### config.mk
export PLATFORM = sky130hd
export DESIGN_NAME = ps2_key_decoder
export DESIGN_NICKNAME = d
export VERILOG_FILES = /design/src/rtl/ps2_key_decoder.sv
export SDC_FILE = /design/constraint.sdc
export NUM_CORES = 1
export LEC_CHECK = 0
export ABC_AREA = 1
export BUFFER_PORTS_ARGS = -buffer_cell sky130_fd_sc_hd__buf_2
export CAP_MARGIN = 30
export CORE_MARGIN = 2
export CORE_UTILIZATION = 60
export DETAILED_ROUTE_END_ITERATION = 10
export PLACE_DENSITY_LB_ADDON = 0.08
export SLEW_MARGIN = 20
export SYNTH_ARGS = -nofsm -noshare
export SYNTH_HDL_FRONTEND = slang
export SYNTH_SLANG_ARGS = --single-unit
### constraint.sdc
create_clock -name clk -period 1.87 [get_ports clk]
set_input_delay 0.374 -clock clk [delete_from_list [all_inputs] [get_ports clk]]
set_output_delay 0.374 -clock clk [all_outputs]
set_load 0.02 [all_outputs]
### src/rtl/ps2_key_decoder.sv
module ps2_key_decoder #(
  parameter int FILT_LEN    = 8,
  parameter int TIMEOUT_CYC = 100000
) (
  input  logic       clk,
  input  logic       rst_n,
  input  logic       ps2_clk,
  input  logic       ps2_dat,
  output logic       key_valid,
  output logic [7:0] key_code,
  output logic       key_release,
  output logic       key_extended,
  output logic       frame_err
);
  localparam int FW = $clog2(FILT_LEN + 1);
  localparam int TW = $clog2(TIMEOUT_CYC + 1);
  localparam logic [FW-1:0] FMAX = FW'(FILT_LEN - 1);
  localparam logic [TW-1:0] TMAX = TW'(TIMEOUT_CYC - 1);
  localparam logic [7:0] BRK = 8'hF0;
  localparam logic [7:0] EXT = 8'hE0;

  logic [1:0]    clk_sy, dat_sy;
  logic          clk_f;
  logic [FW-1:0] fcnt;
  logic [3:0]    bitcnt;
  logic [TW-1:0] tmo;
  logic [9:0]    sh;
  logic          brk_pend, ext_pend;

  logic fall, done, good;
  logic [7:0] byte_in;

  always_ff @(posedge clk or negedge rst_n) begin
    if (!rst_n) begin
      clk_sy <= 2'b11;
      dat_sy <= 2'b11;
    end else begin
      clk_sy <= {clk_sy[0], ps2_clk};
      dat_sy <= {dat_sy[0], ps2_dat};
    end
  end

  always_ff @(posedge clk or negedge rst_n) begin
    if (!rst_n) begin
      clk_f <= 1'b1;
      fcnt  <= '0;
    end else if (clk_sy[1] == clk_f) begin
      fcnt <= '0;
    end else if (fcnt == FMAX) begin
      clk_f <= clk_sy[1];
      fcnt  <= '0;
    end else begin
      fcnt <= fcnt + 1'b1;
    end
  end

  assign fall    = clk_f & ~clk_sy[1] & (fcnt == FMAX);
  assign done    = fall & (bitcnt == 4'd10);
  assign byte_in = sh[8:1];
  assign good    = ~sh[0] & dat_sy[1] & (^sh[9:1]);

  always_ff @(posedge clk or negedge rst_n) begin
    if (!rst_n) begin
      bitcnt <= '0;
      tmo    <= '0;
      sh     <= '0;
    end else if (fall) begin
      tmo    <= '0;
      sh     <= {dat_sy[1], sh[9:1]};
      bitcnt <= done ? 4'd0 : bitcnt + 4'd1;
    end else if (bitcnt != 4'd0) begin
      if (tmo == TMAX) begin
        tmo    <= '0;
        bitcnt <= '0;
      end else begin
        tmo <= tmo + 1'b1;
      end
    end
  end

  always_ff @(posedge clk or negedge rst_n) begin
    if (!rst_n) begin
      key_valid    <= 1'b0;
      key_code     <= '0;
      key_release  <= 1'b0;
      key_extended <= 1'b0;
      frame_err    <= 1'b0;
      brk_pend     <= 1'b0;
      ext_pend     <= 1'b0;
    end else begin
      key_valid    <= 1'b0;
      key_release  <= 1'b0;
      key_extended <= 1'b0;
      frame_err    <= 1'b0;
      if (done) begin
        if (!good) begin
          frame_err <= 1'b1;
          brk_pend  <= 1'b0;
          ext_pend  <= 1'b0;
        end else if (byte_in == BRK) begin
          brk_pend <= 1'b1;
        end else if (byte_in == EXT) begin
          ext_pend <= 1'b1;
        end else begin
          key_valid    <= 1'b1;
          key_code     <= byte_in;
          key_release  <= brk_pend;
          key_extended <= ext_pend;
          brk_pend     <= 1'b0;
          ext_pend     <= 1'b0;
        end
      end
    end
  end
endmodule

Word-level counts from Yosys, hierarchy flattened. Cells that the tools add are included.

Register bits after elaboration: 54. Bits in latches: 0. Bits in writable memories: 0. Bits in read-only memories: 0. Input bits: 4. Output and inout bits: 12. Word-level logic and storage cells: 73. Memories kept: 0.

Add/subtract/negate cells: 3. Multiply operators: 0. Divide/modulo/power cells: 0. $lt $le $gt $ge: 0. Equality and inequality tests: 8. Shift operators: 0. Muxes and demuxes: 29. Bitwise gates (word level): 10. Reduce and logical (&&, ||, !) cells: 9.

Operator list (number): 17-bit 2-to-1 mux (3); 4-bit 2-to-1 mux (6); 1-bit 2-to-1 mux (20); 17-bit by 1-bit adder with 17-bit output, second input constant (1); 17-bit == test, second input constant (1); 8-bit == test, second input constant (2); 9-bit parity (1); 4-bit by 1-bit adder with 4-bit output, second input constant (2); 2-bit AND reduction (4); 1-bit bitwise AND (5); 1-bit inverter (5); 4-bit by 3-bit == test with 1-bit output, second input constant (1); 4-bit == test, second input constant (1); 4-bit AND reduction (1); 2-bit nonzero test (2); 4-bit nonzero test (1); 3-bit != test, second input constant (1); 2-bit != test, second input constant (1); 1-bit == test (1).

Longest topological paths before layout.
Word-level depth: 6. Depth in mapped cells: 13.

Worst setup path after synthesis. No wires, ideal clock.

Path type: register to register. Start point: register sh[5]. End point: register key_code[5]. Setup time: 0.117 ns. Data arrival time: 1.507 ns. Setup slack: 0.246 ns. Cell stages (with the launch flop): 13. Clock period less this slack: 1.624 ns. Cells stage by stage: dfrtp_1 -> inv_1 -> ha_1 -> inv_1 -> nand2_1 -> nand3_1 -> nand3_1 -> nand2_2 -> nand2_2 -> nor2_1 -> nand2_2 -> nand2_1 -> nand2_1.

Longest elaborated chain between the ends: 3. Elaborated cells between the ends (all ways): 7.

Ends and longest elaborated chain: start, declared (RTL line 27) `logic [9:0] sh;`; start signal, assigned (RTL line 69) `sh <= {dat_sy[1], sh[9:1]};`; 9-bit parity (tied with other cells) (RTL line 60) `assign good = ~sh[0] & dat_sy[1] & (^sh[9:1]);`; 1-bit bitwise AND or 1-bit inverter (tied branches); 4-bit AND reduction (no source line) *; end signal, assigned (RTL line 106) `key_code <= byte_in;`; end, declared (RTL line 10) `output logic [7:0] key_code,`.

Mark *: on every way between the ends. The rest lies on a longest branch, timed or not. A chain may end at the register's enable or synchronous reset.

Worst setup path after layout. Same ends and word-level chain as after synthesis.

==> impl_metrics.tcl <==
set metrics [dict create \
    numPlacedInstances 406 \
    mappedNetlistArea_sq_um 2720 \
    synth_flop_cell "sky130_fd_sc_hd__dfrtp_1" \
    final_nets 382 \
    via_per_inst 5.28 \
    final_layout_size_suffix_gt1_frac 0.163 \
    yosys_register_bits 54 \
    clock_sinks 54 \
    setup_viol 0 \
    gpl.final_weighted_congestion 0.961 \
    per_instance_average_area_after_synthesis_sq_um 8.16 \
    cts.root.buffer_cell "sky130_fd_sc_hd__clkbuf_8" \
    maxSlewViolCount 0 \
    antenna_found_initial 0 \
    number_of_iterations_in_the_first_detailed_routing_pass 4 \
    cts_hold_buffers 0 \
    timing.critical_path.arrival_ps 2030 \
    worstPathRequired_ps 2120 \
    setup_tns_ps 0 \
    cts-buffers-inserted 5 \
    die_x_um 71.4 \
    status "complete, no violations" \
    synth_async_sr_flop_share 1.00 \
    timing.critical_path.fanout_max 4 \
    peakVddDrop_uv 536 \
    grt_max_degree 37 \
    post_synth_main_area_contributors "sky130_fd_sc_hd__dfrtp_1, sky130_fd_sc_hd__nand2_1, sky130_fd_sc_hd__inv_1" \
    worst_skew_pair.late_latency_ps 300 \
    grt.met1_usage 0.286 \
    tritoncts "yes" \
    period_minus_ws_final_ps 1780 \
    worst_r2r_startpoint "sh[5]" \
    critical_path.reg2reg.endpoint "key_code[5]" \
    sequential_fraction_of_the_synthesis_area 0.498 \
    drc_errors_left 0 \
    criticalPathCategory "reg -> reg" \
    floorplan.die.height_um 71.4 \
    overflow 0 \
    core_area_sq_um 4350 \
    detailroute.via_count 2216 \
    initial_core_util 0.626 \
    fmaxAchievable_ghz 0.561 \
    met3_track_demand_over_resource_in_global_routing 0.0380 \
    hold_path.class "in -> async" \
    synth_area_leader_cell "sky130_fd_sc_hd__dfrtp_1" \
    power.leakage_uw 0.00160 \
    design.die.area_sq_um 5090 \
    place_ws_ps 38.5 \
    wire_per_inst_um 12.2 \
    port_buffers 15 \
    grtUsageTotal 0.220 \
    yosysTopAreaCellShare 0.450 \
    worst_setup_path_end_kind "flop" \
    gr_peak_layer "met2" \
    first_global_vias 2037 \
    drt.antenna.violating_nets 0 \
    synth.net_count 349 \
    synth_cell_types 28 \
    synth_common_cells "sky130_fd_sc_hd__nand2_1, sky130_fd_sc_hd__dfrtp_1, sky130_fd_sc_hd__inv_1" \
    start_kind "flop" \
    tightestPinTransition_ps 664 \
    hold_viol 0 \
    post-route-period-util 0.953 \
    synthMostInstantiatedCell "sky130_fd_sc_hd__nand2_1" \
    ys_warns 0 \
    met2_usage 0.370 \
    synth-edff-count 0 \
    path_clk_slew_ps 90 \
    power.density_cell_area_nw_per_um2 662 \
    synthesis_to_layout_area_growth_pct 14.0 \
    fin_cells 420 \
    clockBufferDepth 2 \
    place_hpwl_um 3670 \
    nFillCells 351 \
    hold_ws_ps 4.03 \
    drt-initial-drc-count 115 \
    grt_pass1_wl_um 8900 \
    h-tree-depth 2 \
    crit_path_start "sh[5]" \
    synthCells 334 \
    setup_slack_on_the_worst_flop_to_flop_path_ps 90 \
    final_critical_path_setup_slack_ps 87.1 \
    slew_headroom 0.553 \
    io_count 16 \
    antenna_cells_inserted 0 \
    cap_violations 0 \
    fin_worst_skew_ps 5.68 \
    row_count 24 \
    wl_um 5140 \
    r2r_cells 13 \
]
critical path: stages, from the launching register on:
cell	delay [ps]
sky130_fd_sc_hd__dfrtp_1	390
sky130_fd_sc_hd__inv_1	100
sky130_fd_sc_hd__ha_4	280
sky130_fd_sc_hd__inv_1	40
sky130_fd_sc_hd__nand2_1	60
sky130_fd_sc_hd__nand3_1	80
sky130_fd_sc_hd__nand2_1	80
sky130_fd_sc_hd__nand2_1	50
sky130_fd_sc_hd__nand2_2	90
sky130_fd_sc_hd__nand2_4	70
sky130_fd_sc_hd__nor3_4	210
sky130_fd_sc_hd__buf_2	170
sky130_fd_sc_hd__nand2_1	60
sky130_fd_sc_hd__nand2_1	50
worst max path at each step:
stage / endpoint / slack (ps) / cells after the start
CTS: key_code[0] / 20 / 12
global route: key_code[5] / -20 / 13
detailed placement: key_code[0] / 40 / 12
floorplan: key_code[5] / 250 / 12
finish: key_code[5] / 90 / 13
global placement: key_code[1] / 110 / 12
registers in the layout (all words and copies together), names as in the netlist:
| name | cells |
|---|---|
| clk_f | 1 |
| key_extended | 1 |
| dat_sy | 2 |
| clk_sy | 2 |
| key_valid | 1 |
| frame_err | 1 |
| bitcnt | 4 |
| sh | 10 |
| key_release | 1 |
| ext_pend | 1 |
| key_code | 8 |
| fcnt | 4 |
| tmo | 17 |
| brk_pend | 1 |
kinds of logic (layout without fill, tap and decap cells):
family	count (synthesis)	in the layout	synth area share
buffers and inverters	50	83	0.0712
XOR/XNOR	8	8	0.0257
flip-flops	54	54	0.498
adder cells (fa/ha/maj)	11	11	0.0505
AO/OA/AOI/OAI	36	36	0.0684
AND/OR/NAND/NOR	175	176	0.286
cells in the final DEF (no fill, tap or decap), types with 4 or more instances in the layout:
cell and n:
sky130_fd_sc_hd__nand2_1 98, sky130_fd_sc_hd__dfrtp_1 48, sky130_fd_sc_hd__nand2_2 4, sky130_fd_sc_hd__nor2_1 27, sky130_fd_sc_hd__buf_2 16, sky130_fd_sc_hd__buf_4 10
sky130_fd_sc_hd__ha_1 9, sky130_fd_sc_hd__nor3_1 4, sky130_fd_sc_hd__nand4_1 13, sky130_fd_sc_hd__a21oi_1 9, sky130_fd_sc_hd__nand3_1 20, sky130_fd_sc_hd__xor2_1 7
sky130_fd_sc_hd__dfstp_2 5, sky130_fd_sc_hd__o21ai_0 19, sky130_fd_sc_hd__clkbuf_8 5, sky130_fd_sc_hd__inv_1 43
cell type report:
class / instances / area [sq um] / area share
inverters: 47 / 181 / 0.0584
clock inverters: 3 / 21.3 / 0.00685
multi-input cells: 231 / 1220 / 0.394
repair buffers: 28 / 186 / 0.0600
clock buffers: 5 / 68.8 / 0.0222
flip-flops and latches: 54 / 1360 / 0.438
well taps: 52 / 65.1 / 0.0210
routing by layer:
metal  part of all wire  vias to the layer above  wire length (um)
li1                   -                     1135                 -
met1               0.45                     1009              2320
met2               0.49                       61              2510
met3              0.041                       11               213
met4              0.019                        0                96
met5                  0                        -                 0
report_power, final:
group          total [uW]  switching [uW]  internal (uW)
registers            1260            34.5           1230
clock network         639             375            264
logic                 157             101           56.7
total                2060             510           1550
metrics by stage:
stage          area (sq um)  total power [uW]  utilization
6_report               3110              2060        0.713
5_1_grt                3110              2180        0.713
4_1_cts                3010              2090        0.692
3_5_place_dp           2920              1440        0.672
3_3_place_gp           2920              1440        0.672
2_1_floorplan          2720              1380            -
repair_timing:
item                                    4_1_cts  5_1_grt
endpoints found under the setup margin        0       10
resized for setup                             0        9
buffers inserted                              0        4
No activity file was read; power rests on OpenSTA's default activity.
